**src/rtl/spi_burst_pkg.sv**
```systemverilog
package spi_burst_pkg;

    typedef enum logic [1:0] {
        ST_IDLE  = 2'd0,
        ST_LOAD  = 2'd1,
        ST_SHIFT = 2'd2,
        ST_WEND  = 2'd3
    } seq_st_e;

    // per-cycle strobes from the sequencer to the datapath and the ports
    typedef struct packed {
        logic word_start;
        logic byte_step;
        logic tx_pop;
        logic sh_valid;
        logic rx_push;
        logic ro_set;
        logic tc_set;
    } seq_ctl_t;

    localparam int BYTE_W = 8;

    function automatic int lanes_of(input int word_w);
        return word_w / BYTE_W;
    endfunction

endpackage

```
**src/rtl/spi_burst_ctr.sv**
```systemverilog
module spi_burst_ctr #(
    parameter int BL_W   = 12,
    parameter int WORD_W = 32
) (
    input  logic            clk,
    input  logic            rst,
    input  logic            word_start,
    input  logic            byte_step,
    input  logic [BL_W-1:0] burst_len_i,
    output logic            burst_over_o,
    output logic            last_byte_o
);
    localparam int REM_W = BL_W + 2;
    localparam logic signed [REM_W-1:0] ZERO_R    = '0;
    localparam logic signed [REM_W-1:0] ONE_R     = REM_W'(1);
    localparam logic signed [REM_W-1:0] BYTE_R    = REM_W'(8);
    localparam logic signed [REM_W-1:0] WORD_R    = REM_W'(WORD_W);

    logic signed [REM_W-1:0] rem_q, wbits_q;
    logic signed [REM_W-1:0] rem_eff, wbits_new;

    always_comb begin
        rem_eff   = (rem_q <= ZERO_R) ? ($signed({2'b00, burst_len_i}) + ONE_R) : rem_q;
        wbits_new = (rem_eff > WORD_R) ? WORD_R : rem_eff;
    end

    always_ff @(posedge clk) begin
        if (rst) begin
            rem_q   <= ZERO_R;
            wbits_q <= ZERO_R;
        end else if (word_start) begin
            rem_q   <= rem_eff;
            wbits_q <= wbits_new;
        end else if (byte_step) begin
            rem_q   <= rem_q - BYTE_R;
            wbits_q <= wbits_q - BYTE_R;
        end
    end

    assign burst_over_o = (rem_q <= ZERO_R);
    assign last_byte_o  = (wbits_q <= BYTE_R);


    rem_pos_chk: assert property (@(posedge clk) disable iff (rst)
        word_start |=> (rem_q > ZERO_R))
        else $error("remaining count not positive after word start");


    wbits_range_chk: assert property (@(posedge clk) disable iff (rst)
        word_start |=> (wbits_q > ZERO_R && wbits_q <= WORD_R && wbits_q <= rem_q))
        else $error("word bit count out of range");

endmodule

```
**src/rtl/spi_byte_lane.sv**
```systemverilog
module spi_byte_lane import spi_burst_pkg::*; #(
    parameter int WORD_W = 32
) (
    input  logic              clk,
    input  logic              rst,
    input  logic              load,
    input  logic              step,
    input  logic [WORD_W-1:0] tx_word_i,
    input  logic [7:0]        rx_byte_i,
    output logic [7:0]        tx_byte_o,
    output logic [WORD_W-1:0] rx_word_o
);
    localparam int NB    = lanes_of(WORD_W);
    localparam int IDX_W = (NB > 1) ? $clog2(NB) : 1;

    logic [WORD_W-1:0] tx_q;
    logic [IDX_W-1:0]  idx_q;
    logic [7:0]        tx_b [NB];
    logic [7:0]        rx_b [NB];

    always_ff @(posedge clk) begin
        if (rst) begin
            tx_q  <= '0;
            idx_q <= '0;
        end else if (load) begin
            tx_q  <= tx_word_i;
            idx_q <= '0;
        end else if (step) begin
            idx_q <= idx_q + 1'b1;
        end
    end

    for (genvar b = 0; b < NB; b++) begin : g_lane
        assign tx_b[b] = tx_q[b*8 +: 8];
        always_ff @(posedge clk) begin
            if (rst || load) begin
                rx_b[b] <= '0;
            end else if (step && idx_q == IDX_W'(b)) begin
                rx_b[b] <= rx_byte_i;
            end
        end
        assign rx_word_o[b*8 +: 8] = rx_b[b];
    end

    assign tx_byte_o = tx_b[idx_q];


    rx_clear_chk: assert property (@(posedge clk) disable iff (rst)
        load |=> (rx_word_o == '0))
        else $error("receive word not cleared at word start");

endmodule

```
**src/rtl/spi_seq_fsm.sv**
```systemverilog
module spi_seq_fsm import spi_burst_pkg::*; (
    input  logic     clk,
    input  logic     rst,
    input  logic     start_i,
    input  logic     tx_empty_i,
    input  logic     sh_done_i,
    input  logic     last_byte_i,
    input  logic     burst_over_i,
    input  logic     multi_i,
    input  logic     rx_full_i,
    output seq_ctl_t ctl_o,
    output logic     xch_o,
    output logic     busy_o
);
    seq_st_e st_q, st_d;
    logic    xch_q;

    always_comb begin
        st_d = st_q;
        unique case (st_q)
            ST_IDLE:  if (start_i && !tx_empty_i) st_d = ST_LOAD;
            ST_LOAD:  st_d = ST_SHIFT;
            ST_SHIFT: if (sh_done_i && last_byte_i) st_d = ST_WEND;
            ST_WEND:  st_d = tx_empty_i ? ST_IDLE : ST_LOAD;
            default:  st_d = ST_IDLE;
        endcase
    end

    always_ff @(posedge clk) begin
        if (rst) st_q <= ST_IDLE;
        else     st_q <= st_d;
    end

    always_comb begin
        ctl_o            = '0;
        ctl_o.word_start = (st_q == ST_LOAD);
        ctl_o.tx_pop     = (st_q == ST_LOAD);
        ctl_o.sh_valid   = (st_q == ST_SHIFT);
        ctl_o.byte_step  = (st_q == ST_SHIFT) && sh_done_i;
        ctl_o.rx_push    = (st_q == ST_WEND) && !rx_full_i;
        ctl_o.ro_set     = (st_q == ST_WEND) && rx_full_i;
        ctl_o.tc_set     = ((st_q == ST_IDLE) && start_i && tx_empty_i) ||
                           ((st_q == ST_WEND) && ((burst_over_i && !multi_i) || tx_empty_i));
    end

    always_ff @(posedge clk) begin
        if (rst) begin
            xch_q <= 1'b0;
        end else if (st_q == ST_LOAD && multi_i) begin
            xch_q <= 1'b1;
        end else if (st_q == ST_WEND && burst_over_i) begin
            xch_q <= 1'b0;
        end
    end

    assign xch_o  = xch_q;
    assign busy_o = (st_q != ST_IDLE);


    pop_nonempty_chk: assert property (@(posedge clk) disable iff (rst)
        ctl_o.tx_pop |-> !tx_empty_i)
        else $error("pop while transmit FIFO empty");


    push_room_chk: assert property (@(posedge clk) disable iff (rst)
        ctl_o.rx_push |-> !rx_full_i)
        else $error("push into full receive FIFO");


    ro_excl_chk: assert property (@(posedge clk) disable iff (rst)
        !(ctl_o.ro_set && ctl_o.rx_push))
        else $error("overflow and push together");


    hold_valid_chk: assert property (@(posedge clk) disable iff (rst)
        (ctl_o.sh_valid && !sh_done_i) |=> ctl_o.sh_valid)
        else $error("byte request dropped before done");


    xch_drop_chk: assert property (@(posedge clk) disable iff (rst)
        $fell(xch_o) |-> $past(st_q == ST_WEND && burst_over_i))
        else $error("exchange cleared before burst end");

endmodule

```
**src/rtl/spi_burst_seq.sv**
```systemverilog
module spi_burst_seq import spi_burst_pkg::*; #(
    parameter int WORD_W = 32,
    parameter int BL_W   = 12,
    parameter int NCH    = 4,
    localparam int CS_W  = (NCH > 1) ? $clog2(NCH) : 1
) (
    input  logic              clk,
    input  logic              rst,
    input  logic              start_i,
    input  logic [BL_W-1:0]   burst_len_i,
    input  logic [CS_W-1:0]   chan_sel_i,
    input  logic [NCH-1:0]    chan_master_i,
    input  logic [NCH-1:0]    ss_wave_i,
    input  logic              imm_start_i,
    input  logic              tx_empty_i,
    input  logic [WORD_W-1:0] tx_data_i,
    output logic              tx_pop_o,
    input  logic              rx_full_i,
    output logic              rx_push_o,
    output logic [WORD_W-1:0] rx_data_o,
    output logic              sh_valid_o,
    output logic [7:0]        sh_tx_o,
    input  logic              sh_done_i,
    input  logic [7:0]        sh_rx_i,
    output logic              xch_o,
    output logic              tc_set_o,
    output logic              ro_set_o,
    output logic              busy_o
);
    seq_ctl_t ctl;
    logic     multi, burst_over, last_byte;

    assign multi = chan_master_i[chan_sel_i] & ss_wave_i[chan_sel_i] & ~imm_start_i;

    spi_seq_fsm u_fsm (
        .clk          (clk),
        .rst          (rst),
        .start_i      (start_i),
        .tx_empty_i   (tx_empty_i),
        .sh_done_i    (sh_done_i),
        .last_byte_i  (last_byte),
        .burst_over_i (burst_over),
        .multi_i      (multi),
        .rx_full_i    (rx_full_i),
        .ctl_o        (ctl),
        .xch_o        (xch_o),
        .busy_o       (busy_o)
    );

    spi_burst_ctr #(.BL_W(BL_W), .WORD_W(WORD_W)) u_ctr (
        .clk          (clk),
        .rst          (rst),
        .word_start   (ctl.word_start),
        .byte_step    (ctl.byte_step),
        .burst_len_i  (burst_len_i),
        .burst_over_o (burst_over),
        .last_byte_o  (last_byte)
    );

    spi_byte_lane #(.WORD_W(WORD_W)) u_lane (
        .clk       (clk),
        .rst       (rst),
        .load      (ctl.word_start),
        .step      (ctl.byte_step),
        .tx_word_i (tx_data_i),
        .rx_byte_i (sh_rx_i),
        .tx_byte_o (sh_tx_o),
        .rx_word_o (rx_data_o)
    );

    assign tx_pop_o   = ctl.tx_pop;
    assign sh_valid_o = ctl.sh_valid;
    assign rx_push_o  = ctl.rx_push;
    assign tc_set_o   = ctl.tc_set;
    assign ro_set_o   = ctl.ro_set;


    tx_hold_chk: assert property (@(posedge clk) disable iff (rst)
        (sh_valid_o && !sh_done_i) |=> $stable(sh_tx_o))
        else $error("shift byte changed before done");


    xch_mode_chk: assert property (@(posedge clk) disable iff (rst)
        $rose(xch_o) |-> $past(multi))
        else $error("exchange raised outside multi-burst mode");

endmodule

```
**config.mk**
```make
export PLATFORM = sky130hd
export DESIGN_NAME = spi_burst_seq
export DESIGN_NICKNAME = d
export VERILOG_FILES = /design/src/rtl/spi_burst_pkg.sv /design/src/rtl/spi_burst_ctr.sv /design/src/rtl/spi_byte_lane.sv /design/src/rtl/spi_seq_fsm.sv /design/src/rtl/spi_burst_seq.sv
export SDC_FILE = /design/constraint.sdc
export NUM_CORES = 1
export LEC_CHECK = 0
export ABC_AREA = 1
export CAP_MARGIN = 20
export CORE_UTILIZATION = 35
export DETAILED_ROUTE_END_ITERATION = 8
export DONT_BUFFER_PORTS = 1
export SETUP_SLACK_MARGIN = 0.4
export SLEW_MARGIN = 10
export SYNTH_ARGS = -nofsm -noshare
export SYNTH_HDL_FRONTEND = slang
export SYNTH_SLANG_ARGS = --single-unit
export TNS_END_PERCENT = 30
```
**constraint.sdc**
```tcl
create_clock -name clk -period 2.5 [get_ports clk]
set_clock_uncertainty 0.2 [all_clocks]
set_input_delay 0.375 -clock clk [delete_from_list [all_inputs] [get_ports clk]]
set_output_delay 0.375 -clock clk [all_outputs]
set_load 0.01 [all_outputs]
```
# Yosys cells after proc, flatten, opt, wreduce, memory -nomap -nowiden
# Memory sizes are Yosys's and may differ from the RTL's.
# Index checks and enable logic that the tools add are counted.
# totals
register_bits,65
ram_bits,32
elab_cells,97
mem_count,1
# classes
addsub,4
magnitude_cmp,5
n_eq_ne,8
muxes,37
bitwise_logic,8
n_reduce_logical,28
# mem_list
memory,words,word_bits,read_ports,rd_clocked_by_memory_dff,write_ports,line,source
u_lane.rx_b,4,8,4,0,4,spi_byte_lane.sv:19,logic [7:0] rx_b [NB];
# op_table
operator,count
14-bit 2-to-1 mux,6
8-bit 2-to-1 mux,6
14-bit by 5-bit subtractor with 14-bit output (second input constant),2
1-bit 2-to-1 mux,19
8-bit binary-select mux with 2-bit select,1
1-bit logical AND,15
14-bit by 7-bit > comparator with 1-bit output (second input constant),1
14-bit by 1-bit less-or-equal comparator with 1-bit output (second input constant),1
14-bit by 5-bit less-or-equal comparator with 1-bit output (second input constant),1
12-bit by 1-bit adder with 13-bit output (second input constant),1
2-bit equality test (second input constant),4
2-bit one-hot mux with 4 select lines,1
2-bit nonzero test,3
1-bit binary-select mux with 2-bit select,2
2-bit by 1-bit equality test with 1-bit output (second input constant),2
2-bit zero test,2
2-bit 2-to-1 mux,2
2-bit by 1-bit inequality test with 1-bit output (second input constant),2
1-bit bitwise OR,4
3-bit >= comparator (second input constant),1
1-bit zero test,3
1-bit logical OR,3
2-bit by 3-bit less-than comparator with 1-bit output (second input constant),1
2-bit inverter with 3-bit output,1
other kinds (5),6

# Depth between registers and ports, before layout
# Gate-level depths: netlist of run 1.
# depth
word_depth,9
ltp_mapped,13

# Hierarchy
# A second synthesis of run 1 with hierarchy kept.
# unflattened
hier_cells,699
area_unflattened_um2,5241.3
# modules_own_cells
mod,n_inst,cells_each,area_per_inst_um2
spi_byte_lane,1,333,2856.5
spi_burst_ctr,1,309,2045.7
spi_seq_fsm,1,43,281.5
spi_burst_seq,1,14,57.6

# Worst setup path before layout of run 1
# No wires, ideal clock.
# synth_timing
path_kind,register to register
from,register u_fsm.st_q[1]
to,"memory u_lane.rx_b[0][0], enable pin"
setup_time_ps,301
arrival_time_ps,1568
path_slack_ps,431
stages_incl_launch_ff,7
path_buffers,2
period_less_slack_ps,2069
cell_sequence,dfxtp_1 inv_1 ha_1 clkbuf_1 nor2_1 clkbuf_1 nand2_1
# synth_lines
item,line,source
start: declaration,spi_seq_fsm.sv:15,"seq_st_e st_q, st_d;"
start signal: assignment,spi_seq_fsm.sv:31,else st_q <= st_d;
end: declaration,spi_byte_lane.sv:19,

# Worst setup path after layout of run 1
# layout_timing
from,register u_ctr.rem_q[11]
to,output tc_set_o
# layout_between
elab_chain_len,5
# layout_rtl
item,line,source
start: declaration,spi_burst_ctr.sv:19,"logic signed [REM_W-1:0] rem_q, wbits_q;"
start signal: assignment,spi_burst_ctr.sv:32,rem_q <= rem_eff;
start signal: assignment,spi_burst_ctr.sv:35,rem_q <= rem_q - BYTE_R;
14-bit by 1-bit less-or-equal comparator with 1-bit output,spi_burst_ctr.sv:40,assign burst_over_o = (rem_q <= ZERO_R);
1-bit logical AND,spi_seq_fsm.sv:43,((st_q == ST_WEND) && ((burst_over_i && !multi_i) || tx_empty_i));
1-bit logical OR,spi_seq_fsm.sv:43,
1-bit logical AND,spi_seq_fsm.sv:43,
1-bit logical OR,spi_seq_fsm.sv:42,ctl_o.tc_set = ((st_q == ST_IDLE) && start_i && tx_empty_i) ||
end: declaration,spi_burst_seq.sv:26,"output logic tc_set_o,"
# Every way passes these cells.

==> flow_metrics.py, run 1 <==
metrics = {
    "outcome": {
        "status": "finished clean",
    },
    "setup_path": {
        "cp-end-kind": "output pin",
        "critPathRequiredTime_ns": 1.92,
        "critPathMaxStageDelay_ns": 0.31,
        "startpoint_type": "flop",
        "crit_type": "reg2out",
        "path_buf_inv": 2,
        "worstPathArrival_ns": 1.52,
        "crit_fanout": 5,
        "cp_top_family": "simple AND/OR/NAND/NOR gates",
        "slowest_stage": "dfxtp_1",
        "crit_chain": "inv_1, nand2_2, nor2_2, nand2_4, nand2_8, inv_2, nor2_4, nand2_1, o21ai_2",
    },
    "synthesis": {
        "ys_ff_latch": 97,
        "yosys_warnings": 0,
        "postSynthAreaPerCell_um2": 8.26,
        "yosysSeqAreaShare": 0.480,
        "syn_inst": 571,
        "yosysUniqueCellTypes": 38,
        "synth_area_um2": 4710,
        "syn-num-nets": 652,
    },
    "grt": {
        "grt_pass1_wl_mm": 19.9,
        "grt.overflow.total": 0,
        "grt_pass1_vias": 4105,
        "grt_max_degree": 36,
        "grtUsageTotal": 0.179,
        "grt_antenna_before_repair": 0,
    },
    "power": {
        "ir_worst_vdd_v": 0.000652,
        "pwr_density_cell_nw_per_um2": 1350,
        "clkPwrFrac": 0.182,
        "p_seq_frac": 0.318,
        "p_sw_w": 0.00345,
        "p_leak_nw": 2.38,
        "pwr-share-comb": 0.501,
        "p_sw_frac": 0.446,
        "p_int_w": 0.00428,
    },
    "die": {
        "fp.dieArea_um2": 13900,
        "dieWidth_um": 118,
        "pin_count": 116,
        "start_util": 0.357,
        "core_area_um2": 13200,
        "core.rowCount": 42,
        "dieHeight_um": 118,
    },
    "sta": {
        "layout_min_cycle_time_ns": 2.10,
        "rsz0062_at_grt": "true",
        "setup_viol": 0,
        "final-hold-violation-count": 0,
        "fmax_ghz": 0.477,
        "slew_headroom": 0.724,
        "fin_crit_sh": 0.838,
        "final.setup.tns_ns": 0,
        "tightest_slew_ns": 0.414,
        "setup_slack_ns": 0.405,
        "slew_violations": 0,
        "fin_hold_ws_ns": 0.0648,
    },
    "cts": {
        "cts.reportedPaths.clkPinSlew_ns": 0.07,
        "clk_path_buf_depth": 2,
        "cts_tree": "yes",
        "numCtsBuffers": 9,
        "cts.sinks": 97,
        "cts-root-buf": "clkbuf_16",
        "htree_levels": 3,
        "clkLatencyLatePin_ns": 0.35,
    },
    "route": {
        "top_layer": "met4",
        "finalWirelength_mm": 11.9,
        "met2_length_mm": 5.72,
        "wl_per_cell_um": 15.1,
        "met1_length_mm": 4.97,
        "first_pass_iters": 5,
        "vias": 4220,
        "drtAntennaViolNets": 0,
        "drtIter0Drc": 371,
        "wl_met3_um": 856,
        "vias_per_cell": 5.32,
        "drc_errors": 0,
    },
    "placement": {
        "place_inst": 739,
        "io_buffers": 0,
        "dp_hpwl_mm": 8.57,
        "finalWeightedCongestion": 0.912,
        "pre_cts_slack_ns": 0.363,
    },
    "job": {
        "cap_violations": 0,
    },
    "finish": {
        "nets": 693,
        "post_layout_nonfiller_instances": 793,
        "final_cell_mix": "nor2_1, nand2_1, dfxtp_1",
        "final_common_cell": "nor2_1",
        "area_growth_pct": 21.4,
        "n_antenna_cell": 0,
        "drive_gt1_frac": 0.120,
    },
    "min_path": {
        "hold_path.class": "in2reg",
    },
}
## power by group through the flow
| stage | sequential, W | combinational (W) | clock [W] |
|---|---|---|---|
| 2_1_floorplan | 0.00237 | 0.00280 | 0 |
| 3_3_place_gp | 0.00244 | 0.00336 | 0 |
| 3_5_place_dp | 0.00245 | 0.00344 | 0 |
| 4_1_cts | 0.00243 | 0.00365 | 0.00144 |
| 5_1_grt | 0.00250 | 0.00432 | 0.00152 |
| 6_report | 0.00245 | 0.00387 | 0.00140 |
## final cells by class
type / count / area (µm²)
clock buffers: 10 / 229
repair buffers: 49 / 500
multi-input cells: 400 / 2220
well taps: 176 / 220
inverters: 55 / 210
clock inverters: 6 / 73.8
fillers: 1308 / 7460
flip-flops and latches: 97 / 2270
## worst reg2reg max path: cells and delay by family (launching register included)
| family | cells | cell delay, ns |
|---|---|---|
| buffers and inverters | 2 | 0.43 |
| flip-flops | 1 | 0.33 |
| adder cells (fa/ha/maj) | 1 | 0.26 |
| AND/OR/NAND/NOR | 3 | 0.47 |
## synthesized netlist by cell type
cell type	count	share of area
xor2_1	6	0.011
nand4_1	6	0.0080
nor2_2	3	0.0040
ha_1	12	0.032
buf_1	1	0.00080
nand3_2	1	0.0021
o22ai_1	10	0.013
nand2_2	6	0.0080
o21bai_1	1	0.0016
dfxtp_1	65	0.28
nand3_1	38	0.040
nor2_4	1	0.0024
o21ai_0	48	0.051
nand2_1	84	0.067
nand2_8	1	0.0042
o21ai_2	3	0.0056
clkinv_1	2	0.0016
o21ai_1	3	0.0032
a22o_1	32	0.059
a31oi_1	3	0.0040
nand3b_1	4	0.0064
nor4_1	4	0.0053
inv_1	52	0.041
o22ai_2	1	0.0027
nor3_1	8	0.0085
a21oi_1	18	0.019
inv_2	1	0.00080
a211oi_1	4	0.0064
nor2_1	93	0.074
a21oi_2	2	0.0037
edfxtp_1	32	0.20
clkbuf_1	17	0.014
a22oi_1	1	0.0016
o31ai_1	1	0.0016
a2111oi_0	1	0.0019
nand2_4	1	0.0024
buf_12	1	0.0042
xnor2_1	4	0.0074
## repair_timing
action | in CTS | in global routing
cloned | 0 | 0
hold buffers | 33 | 0
gates resized for setup | 9 | 18
setup buffers | 2 | 3
setup endpoints to repair | 5 | 100
endpoints found under the hold margin | 38 | 0
pin swaps | 2 | 2
## state kept, by name (all words and copies together), names as in the netlist
name           count
u_lane.rx_b       32
u_lane.idx_q       2
u_fsm.st_q         2
u_lane.tx_q       32
u_fsm.xch_o        1
u_ctr.rem_q       14
u_ctr.wbits_q     14
## logic make-up (layout without fill, tap and decap cells)
kind of cell               count (synthesis)  after routing  synth area share
adders and majority gates                 12             12            0.0318
buffers and inverters                     74            120            0.0624
DFF                                       97             97             0.480
AOI/OAI and AO/OA                        128            128             0.175
and+or+nand+nor                          250            250             0.232
xor gates and xnor gates                  10             10            0.0186
## path summary, 6_finish.rpt
kind | start | to | slack [ns] | cells past startpoint
setup / recovery | u_ctr.rem_q[11] | tc_set_o | 0.40 | 9
hold reg to reg | u_ctr.rem_q[13] | u_ctr.rem_q[13] | 0.25 | 1
setup reg to reg | u_fsm.st_q[0] | u_lane.rx_b[3][4] | 0.48 | 6
hold / removal | imm_start_i | u_fsm.xch_o | 0.06 | 2
## metal layers
layer  vias to the layer above  GRT usage
met4                         0     0.0817
met5                         -          0
met3                        38     0.0552
li1                       2040          -
met2                       182      0.299
met1                      1960      0.209
## per-stage QoR
stage	instance area [µm²]	total power (W)	utilization
floorplan	4710	0.00517	-
finish	5730	0.00773	0.434
detailed placement	4950	0.00590	0.375
global route	5730	0.00834	0.434
CTS	5620	0.00752	0.426
global placement	4950	0.00580	0.375
Power figures use the tool's default switching activity.
==> run 2: changes to the inputs <==
==> constraint.sdc (replaced) <==
create_clock -name clk -period 2.15 [get_ports clk]
set_clock_uncertainty 0.2 [all_clocks]
set_input_delay 0.3225 -clock clk [delete_from_list [all_inputs] [get_ports clk]]
set_output_delay 0.3225 -clock clk [all_outputs]
set_load 0.01 [all_outputs]
==> run 2 against run 1 <==
Clock power increased by 9%. Final cell count increased by 4.4%. Final area increased by 17%. Critical path depth unchanged. Largest cell class is now multi-input gates. Largest power group unchanged.
==> flow_metrics.py, run 2 (synthesis gave the netlist of run 1 again) <==
metrics = {
    "finish": {
        "multiInputGateArea_um2": 2790,
        "n_antenna_cell": 0,
        "drive_gt1_frac": 0.328,
        "seq_area_um2": 2300,
        "reg.largest.list": "u_lane.rx_b: 32 flops, u_lane.tx_q: 32 flops",
        "fill_cells": 1127,
        "post_layout_nonfiller_instances": 828,
        "area_growth_pct": 42.1,
        "nets": 728,
        "final_cell_mix": "nor2_1, nand2_1, dfxtp_1",
        "final_common_cell": "nor2_1",
    },
    "job": {
        "cap_violations": 0,
    },
    "cts": {
        "cts-root-buf": "clkbuf_16",
        "cts.reportedPaths.clkPinSlew_ns": 0.07,
        "clk_path_buf_depth": 2,
        "cts.sinks": 97,
        "htree_levels": 3,
        "numCtsBuffers": 9,
        "clkLatencyLatePin_ns": 0.35,
        "cts_tree": "yes",
    },
    "grt": {
        "grt_pass1_vias": 4303,
        "grt_antenna_before_repair": 0,
        "grtUsageTotal": 0.194,
        "grt.overflow.total": 0,
        "grt_pass1_wl_mm": 21.4,
        "grt_max_degree": 34,
    },
    "setup_path": {
        "path_buf_inv": 1,
        "r2r_end": "u_ctr.wbits_q[3]",
        "worstPathArrival_ns": 1.46,
        "startpoint_type": "flop",
        "critPathRequiredTime_ns": 1.63,
        "cp-end-kind": "output pin",
        "crit_type": "reg2out",
        "crit_fanout": 4,
        "r2r_cells": 12,
        "critPathMaxStageDelay_ns": 0.34,
        "crit_chain": "nor2_4, nand2_2, nor2_4, nand2_4, nand2_8, inv_6, nor2_4, nand2_1, o21ai_2",
        "slowest_stage": "dfxtp_2",
        "path_common_cell": "nor2_4",
        "ff2ff_setup_slack_ns": 0.19,
        "r2r_start": "u_ctr.rem_q[6]",
        "cp_top_family": "simple AND/OR/NAND/NOR gates",
    },
    "sta": {
        "layout_min_cycle_time_ns": 1.99,
        "rsz0062_at_grt": "true",
        "fmax_ghz": 0.504,
        "tightest_slew_ns": 0.526,
        "fin_hold_ws_ns": 0.0421,
        "slew_headroom": 0.648,
        "setup_slack_ns": 0.165,
        "setup_viol": 0,
        "slew_violations": 0,
        "final.setup.tns_ns": 0,
        "fin_crit_sh": 0.923,
        "final-hold-violation-count": 0,
    },
    "power": {
        "p_int_w": 0.00601,
        "power_w": 0.0111,
        "pwr_density_cell_nw_per_um2": 1650,
        "p_leak_nw": 2.71,
        "p_sw_w": 0.00506,
        "p_seq_frac": 0.269,
        "ir_worst_vdd_v": 0.000841,
        "p_sw_frac": 0.457,
        "pwr-share-comb": 0.593,
        "clkPwrFrac": 0.139,
    },
    "route": {
        "vias_per_cell": 5.46,
        "drtIter0Drc": 334,
        "drtAntennaViolNets": 0,
        "finalWirelength_mm": 13.9,
        "vias": 4522,
        "wl_per_cell_um": 16.8,
        "first_pass_iters": 5,
        "drc_errors": 0,
    },
    "placement": {
        "place_inst": 745,
        "pre_cts_slack_ns": 0.122,
        "io_buffers": 0,
        "dp_hpwl_mm": 8.73,
        "finalWeightedCongestion": 0.930,
    },
    "min_path": {
        "hold_end": "u_ctr.wbits_q[0]",
        "min_path_cells": 3,
        "hold_path.class": "in2reg",
        "hp-start": "burst_len_i[0]",
    },
    "die": {
        "core_area_um2": 13200,
        "core.rowCount": 42,
        "start_util": 0.357,
        "dieHeight_um": 118,
        "dieWidth_um": 118,
        "fp.dieArea_um2": 13900,
        "pin_count": 116,
    },
    "outcome": {
        "status": "finished clean",
    },
}
run 2: stage by stage:
step | utilization | area (µm²)
2_1_floorplan | - | 4810
3_3_place_gp | 0.384 | 5060
3_5_place_dp | 0.384 | 5060
4_1_cts | 0.469 | 6190
5_1_grt | 0.508 | 6700
6_report | 0.508 | 6700
run 2: final cells by class:
cell class / instances / area share
tap: 176 / 0.0329
timing repair inverter: 1 / 0.00112
timing repair buffer: 83 / 0.128
sequential: 97 / 0.343
inverter: 55 / 0.0355
clock buffer: 10 / 0.0342
multi-input combinational: 400 / 0.417
clock inverter: 6 / 0.00766
run 2: what timing repair did:
action,in CTS,in global routing
gates resized for setup,95,112
hold endpoints to repair,40,0
gates cloned,3,1
endpoints found under the setup margin,135,117
hold buffers,34,0
pin swaps,26,41
setup buffers,21,8
run 2: worst max path at each step:
stage                         startpoint               end  slack (ns)  cells after the start
final                     u_ctr.rem_q[6]          tc_set_o        0.16                      9
after global routing      u_ctr.rem_q[0]  u_ctr.wbits_q[3]        0.04                     12
after CTS                 u_ctr.rem_q[2]          tc_set_o        0.18                      9
after detailed placement  burst_len_i[0]  u_ctr.wbits_q[4]        0.12                     13
after global placement    burst_len_i[0]  u_ctr.wbits_q[3]        0.17                     13
after floorplan            u_fsm.st_q[1]  u_ctr.wbits_q[5]        0.37                      9
run 2: per-layer routing:
layer / global-route usage / up-vias / wire [µm] / share of wire
li1: - / 2107 / - / -
met4: 0.0801 / 0 / 330 / 0.024
met5: 0 / - / 0 / 0
met1: 0.224 / 2191 / 5580 / 0.40
met2: 0.326 / 197 / 7020 / 0.51
met3: 0.0659 / 27 / 972 / 0.070
run 2: power by group through the flow:
stage                     combinational, W  clock (W)  sequential [W]
final                              0.00656    0.00153         0.00297
after global placement             0.00407          0         0.00281
after CTS                          0.00505    0.00156         0.00287
after global routing               0.00710    0.00164         0.00302
after floorplan                    0.00336          0         0.00276
after detailed placement           0.00411          0         0.00283
run 2: worst register-to-register path, stage by stage, from the launching register on:
cell	delay, ns
dfxtp_2	0.34
nor2_4	0.12
nand2_2	0.08
nor2_4	0.12
nand2_4	0.08
buf_4	0.17
nand3_2	0.10
nand2_4	0.08
nor2_4	0.12
nand2_2	0.08
nor2_4	0.17
nand3_2	0.10
a21oi_2	0.12
